<file path="config.mk">
export PLATFORM = sky130hd
export DESIGN_NAME = mul_interlock
export DESIGN_NICKNAME = d
export VERILOG_FILES = /design/src/rtl/mi_pkg.sv /design/src/rtl/mi_class_decode.sv /design/src/rtl/mi_timer.sv /design/src/rtl/mul_interlock.sv
export SDC_FILE = /design/constraint.sdc
export NUM_CORES = 1
export LEC_CHECK = 0
export BUFFER_PORTS_ARGS = -buffer_cell sky130_fd_sc_hd__buf_2
export CORE_ASPECT_RATIO = 0.7
export CORE_MARGIN = 2
export CORE_UTILIZATION = 31
export DETAILED_ROUTE_END_ITERATION = 6
export PLACE_DENSITY = 0.46
export SLEW_MARGIN = 0
export SYNTH_ARGS = -nofsm -noshare
export SYNTH_HDL_FRONTEND = slang
export SYNTH_SLANG_ARGS = --single-unit
</file>
<file path="constraint.sdc">
create_clock -name clk -period 4.17 [get_ports clk]
set_input_delay 0.2085 -clock clk [delete_from_list [all_inputs] [get_ports clk]]
set_output_delay 0.2085 -clock clk [all_outputs]
set_load 0.01 [all_outputs]
</file>
<file path="src/rtl/mi_pkg.sv">
package mi_pkg;

    localparam int CLS_W = 4;
    localparam int CNT_W = 3;
    localparam int N_TMR = 3;

    localparam int TMR_EX = 0;
    localparam int TMR_LK = 1;
    localparam int TMR_LT = 2;

    localparam logic [CLS_W-1:0] CL_NONE   = 4'd0;
    localparam logic [CLS_W-1:0] CL_MAC32  = 4'd1;
    localparam logic [CLS_W-1:0] CL_MAC16  = 4'd2;
    localparam logic [CLS_W-1:0] CL_MUL32  = 4'd3;
    localparam logic [CLS_W-1:0] CL_MUL16  = 4'd4;
    localparam logic [CLS_W-1:0] CL_MULREG = 4'd5;
    localparam logic [CLS_W-1:0] CL_ACCSET = 4'd6;
    localparam logic [CLS_W-1:0] CL_ACCLDM = 4'd7;
    localparam logic [CLS_W-1:0] CL_ACCRD  = 4'd8;

    typedef struct packed {
        logic             uses;
        logic             is_read;
        logic             wr_acc;
        logic [CNT_W-1:0] ex;
        logic [CNT_W-1:0] lat;
        logic [CNT_W-1:0] lk;
    } mi_timing_t;

    function automatic mi_timing_t mi_mk(input logic rd, input logic wr,
                                         input int e, input int n, input int l);
        mi_timing_t t;
        t.uses    = 1'b1;
        t.is_read = rd;
        t.wr_acc  = wr;
        t.ex      = CNT_W'(e);
        t.lat     = CNT_W'(n);
        t.lk      = CNT_W'(l);
        return t;
    endfunction

    function automatic mi_timing_t mi_lookup(input logic [CLS_W-1:0] c);
        mi_timing_t t;
        t = '0;
        case (c)
            CL_MAC32:  t = mi_mk(1'b0, 1'b1, 4, 6, 5);
            CL_MAC16:  t = mi_mk(1'b0, 1'b1, 3, 5, 4);
            CL_MUL32:  t = mi_mk(1'b0, 1'b1, 2, 3, 2);
            CL_MUL16:  t = mi_mk(1'b0, 1'b1, 1, 2, 1);
            CL_MULREG: t = mi_mk(1'b0, 1'b0, 2, 4, 2);
            CL_ACCSET: t = mi_mk(1'b0, 1'b1, 1, 2, 1);
            CL_ACCLDM: t = mi_mk(1'b0, 1'b1, 1, 3, 2);
            CL_ACCRD:  t = mi_mk(1'b1, 1'b0, 1, 2, 0);
            default:   t = '0;
        endcase
        return t;
    endfunction

endpackage

</file>
<file path="src/rtl/mi_class_decode.sv">
module mi_class_decode
    import mi_pkg::*;
(
    input  logic [CLS_W-1:0] cls,
    output mi_timing_t       timing
);
    always_comb begin
        timing = mi_lookup(cls);
    end
endmodule

</file>
<file path="src/rtl/mi_timer.sv">
module mi_timer #(
    parameter int W = 3
) (
    input  logic         clk,
    input  logic         rst,
    input  logic         load,
    input  logic [W-1:0] load_val,
    output logic [W-1:0] cnt
);
    typedef struct packed {
        logic [W-1:0] cnt;
    } tmr_state_t;

    tmr_state_t st_d, st_q;

    always_comb begin
        st_d = st_q;
        if (load) begin
            st_d.cnt = load_val;
        end else if (st_q.cnt != '0) begin
            st_d.cnt = st_q.cnt - W'(1);
        end
    end

    always_ff @(posedge clk) begin
        if (rst) begin
            st_q <= '0;
        end else begin
            st_q <= st_d;
        end
    end

    assign cnt = st_q.cnt;
endmodule

</file>
<file path="src/rtl/mul_interlock.sv">
module mul_interlock
    import mi_pkg::*;
(
    input  logic             clk,
    input  logic             rst,
    input  logic             dec_valid,
    input  logic [CLS_W-1:0] dec_class,
    output logic             dec_stall,
    output logic             mul_start,
    output logic             res_ready
);
    typedef struct packed {
        logic hold;
        logic lock_block;
        logic lat_block;
        logic stall;
        logic issue;
    } ctl_t;

    mi_timing_t       tm;
    ctl_t             ctl_d;
    logic [CNT_W-1:0] cnt_arr  [N_TMR];
    logic [CNT_W-1:0] ld_val   [N_TMR];
    logic             ld_en    [N_TMR];
    logic [CNT_W-1:0] ex_cnt, lk_cnt, lt_cnt;

    mi_class_decode u_dec (
        .cls    (dec_class),
        .timing (tm)
    );

    assign ex_cnt = cnt_arr[TMR_EX];
    assign lk_cnt = cnt_arr[TMR_LK];
    assign lt_cnt = cnt_arr[TMR_LT];

    always_comb begin
        ctl_d            = '0;
        ctl_d.hold       = (ex_cnt != '0);
        ctl_d.lock_block = tm.uses && !tm.is_read && (lk_cnt != '0);
        ctl_d.lat_block  = tm.is_read && (lt_cnt != '0);
        ctl_d.stall      = dec_valid && (ctl_d.hold || ctl_d.lock_block || ctl_d.lat_block);
        ctl_d.issue      = dec_valid && tm.uses && !ctl_d.stall;

        ld_en[TMR_EX]  = ctl_d.issue && (tm.ex != '0);
        ld_val[TMR_EX] = tm.ex - CNT_W'(1);
        ld_en[TMR_LK]  = ctl_d.issue && (tm.lk != '0);
        ld_val[TMR_LK] = tm.lk - CNT_W'(1);
        ld_en[TMR_LT]  = ctl_d.issue && tm.wr_acc;
        ld_val[TMR_LT] = tm.lat - CNT_W'(1);
    end

    for (genvar g = 0; g < N_TMR; g++) begin : g_tmr
        mi_timer #(.W(CNT_W)) u_tmr (
            .clk      (clk),
            .rst      (rst),
            .load     (ld_en[g]),
            .load_val (ld_val[g]),
            .cnt      (cnt_arr[g])
        );
    end

    assign dec_stall = ctl_d.stall;
    assign mul_start = ctl_d.issue;
    assign res_ready = (lt_cnt == '0);
endmodule

</file>
# ---- Word-level counts from Yosys, hierarchy flattened
# Memories as Yosys holds them, arrays and structs flattened.
# Cells that the tools add are included.
dict set report classes {
  add_sub_neg 6
  mux 6
  reduce_logical 22
}
# op n
set op_table {}
lappend op_table {{2-to-1 mux 3 bit} 6}
lappend op_table {{subtractor 3 x 1 -> 3 bit, second input constant} 6}
lappend op_table {{nonzero test 3 bit} 5}
lappend op_table {{logical AND 1 bit} 9}
lappend op_table {{nonzero test 2 bit} 3}
lappend op_table {{zero test 3 bit} 1}
lappend op_table {{zero test 1 bit} 2}
lappend op_table {{logical OR 1 bit} 2}
dict set report totals {
  ff_bits 9
  mem_bits_ro 192
  inputBits 7
  output_inout_bits 3
  wordCells 38
  n_memories 1
}
# name depth word_bits read_ports rd_clocked_by_memory_dff wr line_no
set memory_table {}
lappend memory_table {{(name not given)} 16 12 1 0 0 mi_pkg.sv:45} ;# case (c)

# ---- Depth between registers and ports, before layout
# Gate-level depths: netlist of the first run.
# An unclocked memory read counts as a cell.
dict set report depth {
  word_depth 11
  depth_mapped 12
  depth_no_buf 11
}

# ---- By module
# Synthesis of the first run repeated with hierarchy kept, for this count alone.
dict set report unflattened {
  cells_unflattened 128
  area_unflattened_um2 1062.3
}
# mod instances cells_per_inst area_each_um2 seq_area_each_um2
set modules_own_cells {}
lappend modules_own_cells {mi_timer 3 21 202.7 60.1}
lappend modules_own_cells {mul_interlock 1 33 232.7 0.0}
lappend modules_own_cells {mi_class_decode 1 32 221.5 0.0}

# ---- Worst setup path after synthesis of the first run
# OpenSTA, ideal clock, no wires.
dict set report synth_timing {
  path_kind {reg-to-reg}
  startpoint {register g_tmr[0].u_tmr.st_q (netlist bit g_tmr[0].u_tmr.cnt[0])}
  endpoint {register g_tmr[2].u_tmr.st_q (netlist bit g_tmr[2].u_tmr.cnt[2])}
  setup_ps 59
  t_arrival_ps 2320
  required_time_ps 4111
  slack_ps 1792
  stages_incl_launch_ff 11
  path_buffers 1
  period_less_slack_ps 2378
  path_cell_list {dfxtp_1 or3_1 buf_6 nor4_4 nand2_2 or4_1 o21ai_0 ha_1 nor4b_1 o21ai_0 nand2_1}
}
dict set report synth_via {
  elab_chain_len 8
  elab_cells_between_ends 9
  cone_classes {1 x mux; 8 x reduce/logical}
}
# item line_no
set synth_rtl {}
lappend synth_rtl {{start: declaration} mi_timer.sv:14} ;# tmr_state_t st_d, st_q;
lappend synth_rtl {{start signal: assignment} mi_timer.sv:29} ;# st_q <= st_d;
lappend synth_rtl {{nonzero test 3 bit (*)} mul_interlock.sv:38} ;# ctl_d.hold = (ex_cnt != '0);
lappend synth_rtl {{logical OR 1 bit (*) (2 in series)} mul_interlock.sv:41} ;# ctl_d.stall = dec_valid && (ctl_d.hold || ctl_d.lock_block || ctl_d.lat_block);
lappend synth_rtl {{logical AND 1 bit (*)} mul_interlock.sv:41}
lappend synth_rtl {{zero test 1 bit (*)} mul_interlock.sv:42} ;# ctl_d.issue = dec_valid && tm.uses && !ctl_d.stall;
lappend synth_rtl {{logical AND 1 bit (*)} mul_interlock.sv:42}
lappend synth_rtl {{logical AND 1 bit (*)} mul_interlock.sv:48} ;# ld_en[TMR_LT] = ctl_d.issue && tm.wr_acc;
lappend synth_rtl {{2-to-1 mux 3 bit / nonzero test 2 bit (equally long branches)} --}
lappend synth_rtl {{end signal: assignment} mi_timer.sv:29}
lappend synth_rtl {{end: declaration} mi_timer.sv:14}
# Mark *: on every way between the ends. The rest lies on a longest branch, timed or not.
# A chain may end at the register's enable or synchronous reset.

# ---- Worst setup path after layout of the first run
# Ends and elaborated chain as after synthesis.

==> impl_metrics.csv, run 1 <==
group,metric,value,unit
sta,fin_crit_sh,63.83,%
drt,post_drt_wl_per_cell,11.71,um
run,cap_violations,0,
yosys,synth_warnings,0,
worst_setup_path,worstSetupStartpointType,"flop",
global_routing,antenna_found_initial,0,
final_layout,finish.utilization,37.31,%
clock_tree,ctsResizeCount,0,
global_routing,grt_max_degree,15,
worst_setup_path,cp_max_fo,9,
power_and_ir_drop,p_per_area,646.0,mW/mm2
clock_tree,clk_latency,250,ps
floorplan,rows,14,
clock_tree,root_buffer,"clkbuf_4",
worst_setup_path,cpPeakStageDelay,500,ps
global_routing,grt_overflow,0,
sta,timing.clock.skew,5.088,ps
yosys,synth_xor_area_share,2.405,%
final_layout,antenna_cells,0,
global_routing,grt_pass1_wl,2.787,mm
global_routing,globalRouteTotalUtil,13.41,%
yosys,yosysSeqAreaShare,24.74,%
sta,finalSetupViolCount,0,
clock_tree,cts_hold_buf,0,
worst_hold_path,min_path_type,"in -> reg",
drt,first_pass_iters,4,
global_routing,met3_usage,2.632,%
worst_setup_path,cp.arrival,2860,ps
placed_design,placed_area,790.8,um2
power_and_ir_drop,total_power,0.5278,mW
final_layout,area_growth,12.20,%
clock_tree,path_clk_slew,60,ps
placed_design,io_buffer_count,9,
sta,final_hold_viol_count,0,
drt,drcViolationCount,0,
worst_hold_path,min_to,"g_tmr[2].u_tmr.cnt[1]",
floorplan,fp.coreArea,0.002190,mm2
power_and_ir_drop,ir_worst_vdd,0.2170,mV
worst_setup_path,worstSetupPathType,"reg -> reg",
final_layout,largest_reg_flops,9,
drt,ant_nets,0,
floorplan,die_w,61.93,um
sta,setup_ws,1508,ps
yosys,synth_edf_count,0,
placed_design,dp_slack,1483,ps
sta,worst_pin_slew,635.1,ps
yosys,netlist_instances,93,
worst_setup_path,reg2regPathDepth,9,
global_routing,grt_use_met1,18.60,%
yosys,synth_simple_gate_area_share,31.79,%
sta,drv_slew,0,
placed_design,gp_congestion,0.7277,
sta,finalSetupTns,0,ps
worst_hold_path,hold-path-cell-count,2,
worst_setup_path,timing.rr.end,"g_tmr[2].u_tmr.cnt[2]",
final_layout,final_layout_size_suffix_gt1_share,14.71,%
final_layout,fill_cells,246,
yosys,synth.net_count,108,
clock_tree,clock-sinks,9,
floorplan,ios,10,
clock_tree,cts_max_path_buffers,2,
worst_hold_path,min-delay-start,"rst",
clock_tree,cts_tree,"built",
final_layout,layout.nets,118,
floorplan,die-area,0.002759,mm2
sta,rsz0062_at_grt,"no",
sta,slew_headroom,57.33,%
yosys,avgSynthCellArea,7.830,um2
drt,num_vias,667,
placed_design,hpwl,1.282,mm
final_layout,fin_area,817.0,um2
yosys,yosys_register_bits,9,
global_routing,grt_most_used_layer,"met2",
worst_setup_path,r2r_slack,1510,ps
worst_setup_path,end_kind,"flop",
yosys,synth_fa_ha_area_share,13.75,%
yosys,synth_compound_area_share,22.16,%
sta,maxClockFrequency,375.7,MHz
worst_setup_path,crit_chain,"or3_1, nor4_4, nand2_2, or4_1, o21ai_0, ha_1, nor4b_1, o21ai_0, nand2_1",
sta,min_period,2662,ps
worst_setup_path,r2r_start,"g_tmr[0].u_tmr.cnt[0]",
yosys,syn_area,728.2,um2
drt,drtIter0Drc,48,
yosys,synthMuxAreaShare,0,%
floorplan,fp.dieH,44.55,um
worst_setup_path,required,4370,ps
yosys,synth_ff_type,"dfxtp_1",
worst_setup_path,critPathSlowestCell,"nor4_4",
worst_setup_path,cpMostUsedCell,"o21ai_0",
floorplan,start_util,33.26,%
status,status,"finished clean",
power_and_ir_drop,power.leakage,0.3295,nW
yosys,synth-async-reset-ratio,0,%
drt,vias_per_cell,4.978,
clock_tree,post_cts_buffers,0,
global_routing,grt_pass1_vias,654,
clock_tree,cts_buffers,3,
yosys,synth_top_family_by_area,"simple AND/OR/NAND/NOR gates",
clock_tree,h-tree-depth,1,
final_layout,layout_common_cells,"9 x dfxtp_1, 9 x buf_2, 8 x nor2_1, 8 x ha_1, 7 x a21oi_1",
yosys,synth_cell_types,34,
global_routing,grt_util_met2,21.05,%
drt,totalWireLength,1.569,mm
## cells in the mapped netlist (all sizes together) (2+ instances only)
master	number	area, um2
o21ai	7	35.03
or3	3	18.77
ha	8	100.1
nor2b	2	12.51
nand2b	3	18.77
nor2	8	30.03
clkbuf	3	11.26
nand2	7	28.78
a31oi	2	12.51
inv	4	15.01
nor4	3	33.78
nor3b	2	15.01
o21bai	2	15.01
dfxtp	9	180.2
xor2	2	17.52
a211oi	2	15.01
nor3	6	30.03
a21oi	7	35.03
## kinds of logic after synthesis
group,count (synthesis)
buffers and inverters,8
and+or+nand+nor,40
xor gates and xnor gates,2
adders and majority gates,8
DFF,9
AOI/OAI and AO/OA,26
## layer usage
layer | up-vias | routed length [um] | part of all wire (%)
met1 | 300 | 852 | 54
met2 | 9 | 662 | 42
met5 | - | 0 | 0
li1 | 358 | - | -
met4 | 0 | 0 | 0
met3 | 0 | 55 | 3.5
## final cells by class
cell class | instances | area [um2] | area share, %
multi-input cells | 76 | 510.5 | 62.48
flip-flops and latches | 9 | 180.2 | 22.05
repair buffers | 9 | 45.04 | 5.513
well taps | 32 | 40.04 | 4.900
clock buffers | 4 | 26.28 | 3.216
inverters | 4 | 15.01 | 1.838
## where the power goes
part	total [mW]	switching [mW]	internal [mW]
logic	0.315	0.181	0.134
clock network	0.0653	0.0285	0.0368
registers	0.148	0.0231	0.125
total	0.528	0.233	0.295
## how the worst max path moves through the flow
stage,startpoint,to,slack [ps],depth (start not counted)
4_1_cts,g_tmr[0].u_tmr.cnt[0],g_tmr[2].u_tmr.cnt[2],1530,9
3_5_place_dp,dec_class[0],g_tmr[2].u_tmr.cnt[2],1480,12
5_1_grt,g_tmr[1].u_tmr.cnt[2],g_tmr[2].u_tmr.cnt[2],1250,9
2_1_floorplan,g_tmr[0].u_tmr.cnt[0],g_tmr[2].u_tmr.cnt[2],1790,10
6_report,g_tmr[0].u_tmr.cnt[0],g_tmr[2].u_tmr.cnt[2],1510,9
3_3_place_gp,dec_class[0],g_tmr[2].u_tmr.cnt[2],1470,12
## worst max-delay path: cells and delay by family, from the launching register on
family	cells	cell delay, ps
AOI/OAI and AO/OA	2	220
adders and majority gates	1	230
DFF	1	320
and+or+nand+nor	6	1850
## per-stage QoR
step	hold WS [ps]	instances
finish	219.2	134
global route	241.4	134
CTS	209.8	134
detailed placement	437.3	130
global placement	434.4	130
floorplan	277.6	93
Note: power is estimated with default switching activity, not from simulation.
==> inputs of run 2 (changes only) <==
--- a/config.mk
+++ b/config.mk
@@ -5,6 +5,7 @@
 export SDC_FILE = /design/constraint.sdc
 export NUM_CORES = 1
 export LEC_CHECK = 0
+export ABC_AREA = 1
 export BUFFER_PORTS_ARGS = -buffer_cell sky130_fd_sc_hd__buf_2
 export CORE_ASPECT_RATIO = 0.7
 export CORE_MARGIN = 2
==> constraint.sdc (replaced) <==
create_clock -name clk -period 2.71 [get_ports clk]
set_input_delay 0.1355 -clock clk [delete_from_list [all_inputs] [get_ports clk]]
set_output_delay 0.1355 -clock clk [all_outputs]
set_load 0.01 [all_outputs]
==> run 2 against run 1 <==
Compared with the run above:
- sequential power up 29%
- highest routed layer is now met4
- register-to-register slack worse by 690 ps
- maximum frequency up 41%
- critical endpoint unchanged
- non-clock buffer count unchanged
- cell area up 9.8%
- count of clock-buffer cells in the layout unchanged
- largest power group unchanged
- critical path type unchanged
- largest cell class unchanged
==> impl_metrics.csv, run 2 <==
group,metric,value,unit
status,status,"finished clean",
global_routing,grt_util_met2,18.75,%
sta,min_period,1894,ps
sta,finalSetupTns,0,ps
yosys,yosysSeqAreaShare,23.00,%
yosys,synth.net_count,131,
floorplan,die-area,0.002951,mm2
yosys,yosys_register_bits,9,
global_routing,globalRouteTotalUtil,12.65,%
worst_setup_path,worstSetupPathType,"reg -> reg",
yosys,synth_warnings,0,
final_layout,area_growth,14.54,%
floorplan,fp.coreArea,0.002421,mm2
sta,drv_slew,0,
floorplan,ios,10,
worst_setup_path,cp_max_fo,5,
power_and_ir_drop,internal-power,0.3664,mW
worst_setup_path,startpoint,"g_tmr[1].u_tmr.cnt[2]",
sta,finalSetupViolCount,0,
clock_tree,cts_max_path_buffers,2,
worst_setup_path,worstSetupStartpointType,"flop",
worst_hold_path,min_path_type,"in -> reg",
sta,final_hold_viol_count,0,
worst_hold_path,min-delay-start,"rst",
sta,hold-worst-slack,200.7,ps
drt,drtIter0Drc,22,
yosys,syn_area,783.3,um2
floorplan,start_util,32.35,%
yosys,synth-async-reset-ratio,0,%
yosys,synth_most_common_cell,"inv_1",
power_and_ir_drop,comb_power_share,54.4,%
worst_setup_path,end_kind,"flop",
sta,fin_crit_sh,69.88,%
placed_design,hpwl,1.392,mm
placed_design,io_buffer_count,9,
run,cap_violations,0,
clock_tree,post_cts_buffers,0,
yosys,ys_top_cells_by_count,"21 x inv_1, 17 x nand2_1, 17 x nor2_1, 9 x dfxtp_1, 8 x ha_1",
placed_design,gp_congestion,0.7731,
final_layout,layout.nets,145,
power_and_ir_drop,power.leakage,0.4655,nW
final_layout,antenna_cells,0,
clock_tree,ctsResizeCount,0,
global_routing,grt_pass1_vias,649,
drt,vias_per_cell,4.362,
global_routing,met3_usage,3.667,%
worst_setup_path,cpMostUsedCell,"nand2_1",
clock_tree,clock-sinks,9,
worst_setup_path,r2r_start,"g_tmr[1].u_tmr.cnt[2]",
power_and_ir_drop,p_per_area,731.4,mW/mm2
final_layout,multi_input_area,506.7,um2
yosys,synth_edf_count,0,
global_routing,grt_overflow,0,
floorplan,rows,15,
drt,post_drt_wl_per_cell,9.933,um
global_routing,grt_max_degree,8,
final_layout,final_common_cell,"inv_1",
worst_setup_path,critPathSlowestCell,"nor3_1",
drt,num_vias,711,
yosys,synth_area_leaders,"dfxtp_1 23%, ha_1 13%, inv_1 10%",
clock_tree,root_buffer,"clkbuf_4",
yosys,synth_cell_types,24,
sta,slew_headroom,76.52,%
sta,rsz0062_at_grt,"no",
floorplan,die_w,64.08,um
clock_tree,path_clk_slew,60,ps
yosys,synth_ff_type,"dfxtp_1",
clock_tree,h-tree-depth,1,
final_layout,largest_reg_flops,9,
yosys,avgSynthCellArea,6.752,um2
global_routing,antenna_found_initial,0,
power_and_ir_drop,clkPwrFrac,16.5,%
sta,timing.clock.skew,0.4068,ps
final_layout,fill_cells,257,
floorplan,fp.dieH,46.06,um
yosys,yosys.area.top_type,"dfxtp_1",
placed_design,placed_area,870.8,um2
global_routing,grt_most_used_layer,"met2",
worst_setup_path,required,2910,ps
yosys,yosysTopAreaCellShare,23.00,%
worst_setup_path,cp.arrival,2100,ps
clock_tree,clk_latency,260,ps
power_and_ir_drop,ir_worst_vdd,0.2921,mV
worst_setup_path,crit_chain,"nor3_1, nor2_2, nor2_4, nand3_2, inv_2, nand2_1, nand2_1, inv_1, ha_1, nand3b_1, a21oi_2",
yosys,netlist_instances,116,
power_and_ir_drop,swShare,44.16,%
sta,maxClockFrequency,528.1,MHz
power_and_ir_drop,p_seq_share,29.1,%
sta,worst_pin_slew,349.5,ps
drt,drcViolationCount,0,
final_layout,final_layout_size_suffix_gt1_share,25.58,%
clock_tree,cts_tree,"built",
final_layout,seq_area,180.2,um2
global_routing,grt_use_met1,17.33,%
global_routing,grt_pass1_wl,2.780,mm
drt,ant_nets,0,
drt,totalWireLength,1.619,mm
final_layout,fin_area,897.1,um2
final_layout,layout_common_cells,"21 x inv_1, 17 x nand2_1, 17 x nor2_1, 9 x dfxtp_1, 9 x buf_2",
clock_tree,cts_buffers,3,
drt,first_pass_iters,4,
power_and_ir_drop,switching_power,0.2897,mW
clock_tree,cts_hold_buf,0,
worst_setup_path,cpPeakStageDelay,330,ps
==> run 2: worst max-delay path: cells and delay by family (launching register included) <==
| kind | cells | cell delay, ps |
|---|---|---|
| simple gates | 7 | 1050 |
| flops | 1 | 310 |
| fa+ha+maj | 1 | 200 |
| buf+inv | 2 | 150 |
| compound gates | 1 | 120 |
==> run 2: path summary, 6_finish.rpt <==
kind | end | slack (ps) | cells after the start
max reg2reg | g_tmr[2].u_tmr.cnt[2] | 820 | 11
max | g_tmr[2].u_tmr.cnt[2] | 820 | 11
min reg2reg | g_tmr[2].u_tmr.cnt[0] | 540 | 3
min | g_tmr[2].u_tmr.cnt[2] | 200 | 4
==> run 2: per-layer routing <==
| layer | share of wire (%) | wire length (um) |
|---|---|---|
| met5 | 0 | 0 |
| met4 | 0.99 | 16 |
| met1 | 56 | 901 |
| met2 | 40 | 646 |
| met3 | 3.4 | 55 |
==> run 2: area by class of cell <==
type	count	area share [%]
Multi-Input combinational cell	82	56.49
Sequential cell	9	20.08
Inverter	25	10.74
Timing Repair Buffer	9	5.021
Tap cell	34	4.742
Clock buffer	4	2.929
==> run 2: metrics by stage <==
| stage | util [%] | power, mW | std cells | setup slack, ps |
|---|---|---|---|---|
| after global routing | 37.05 | 0.7252 | 163 | 658.7 |
| after CTS | 37.05 | 0.6654 | 163 | 802.1 |
| after detailed placement | 35.97 | 0.5560 | 159 | 704.3 |
| after floorplan | - | 0.4771 | 116 | 994.4 |
| after global placement | 35.97 | 0.5540 | 159 | 708.0 |
| final | 37.05 | 0.6561 | 163 | 816.4 |
==> run 2: cells by family (layout without fill, tap and decap cells) <==
| logic type | count (synthesis) | count (layout) | synth area share, % |
|---|---|---|---|
| compound gates | 18 | 18 | 16.29 |
| fa+ha+maj | 8 | 8 | 12.78 |
| buf+inv | 25 | 38 | 12.30 |
| flops | 9 | 9 | 23.00 |
| simple gates | 56 | 56 | 35.62 |
==> run 2: power by group through the flow <==
stage / Clock (mW) / Combinational (mW) / Sequential, mW
6_report: 0.108 / 0.357 / 0.191
5_1_grt: 0.118 / 0.412 / 0.196
4_1_cts: 0.111 / 0.363 / 0.191
3_5_place_dp: 0 / 0.362 / 0.194
3_3_place_gp: 0 / 0.359 / 0.195
2_1_floorplan: 0 / 0.288 / 0.189
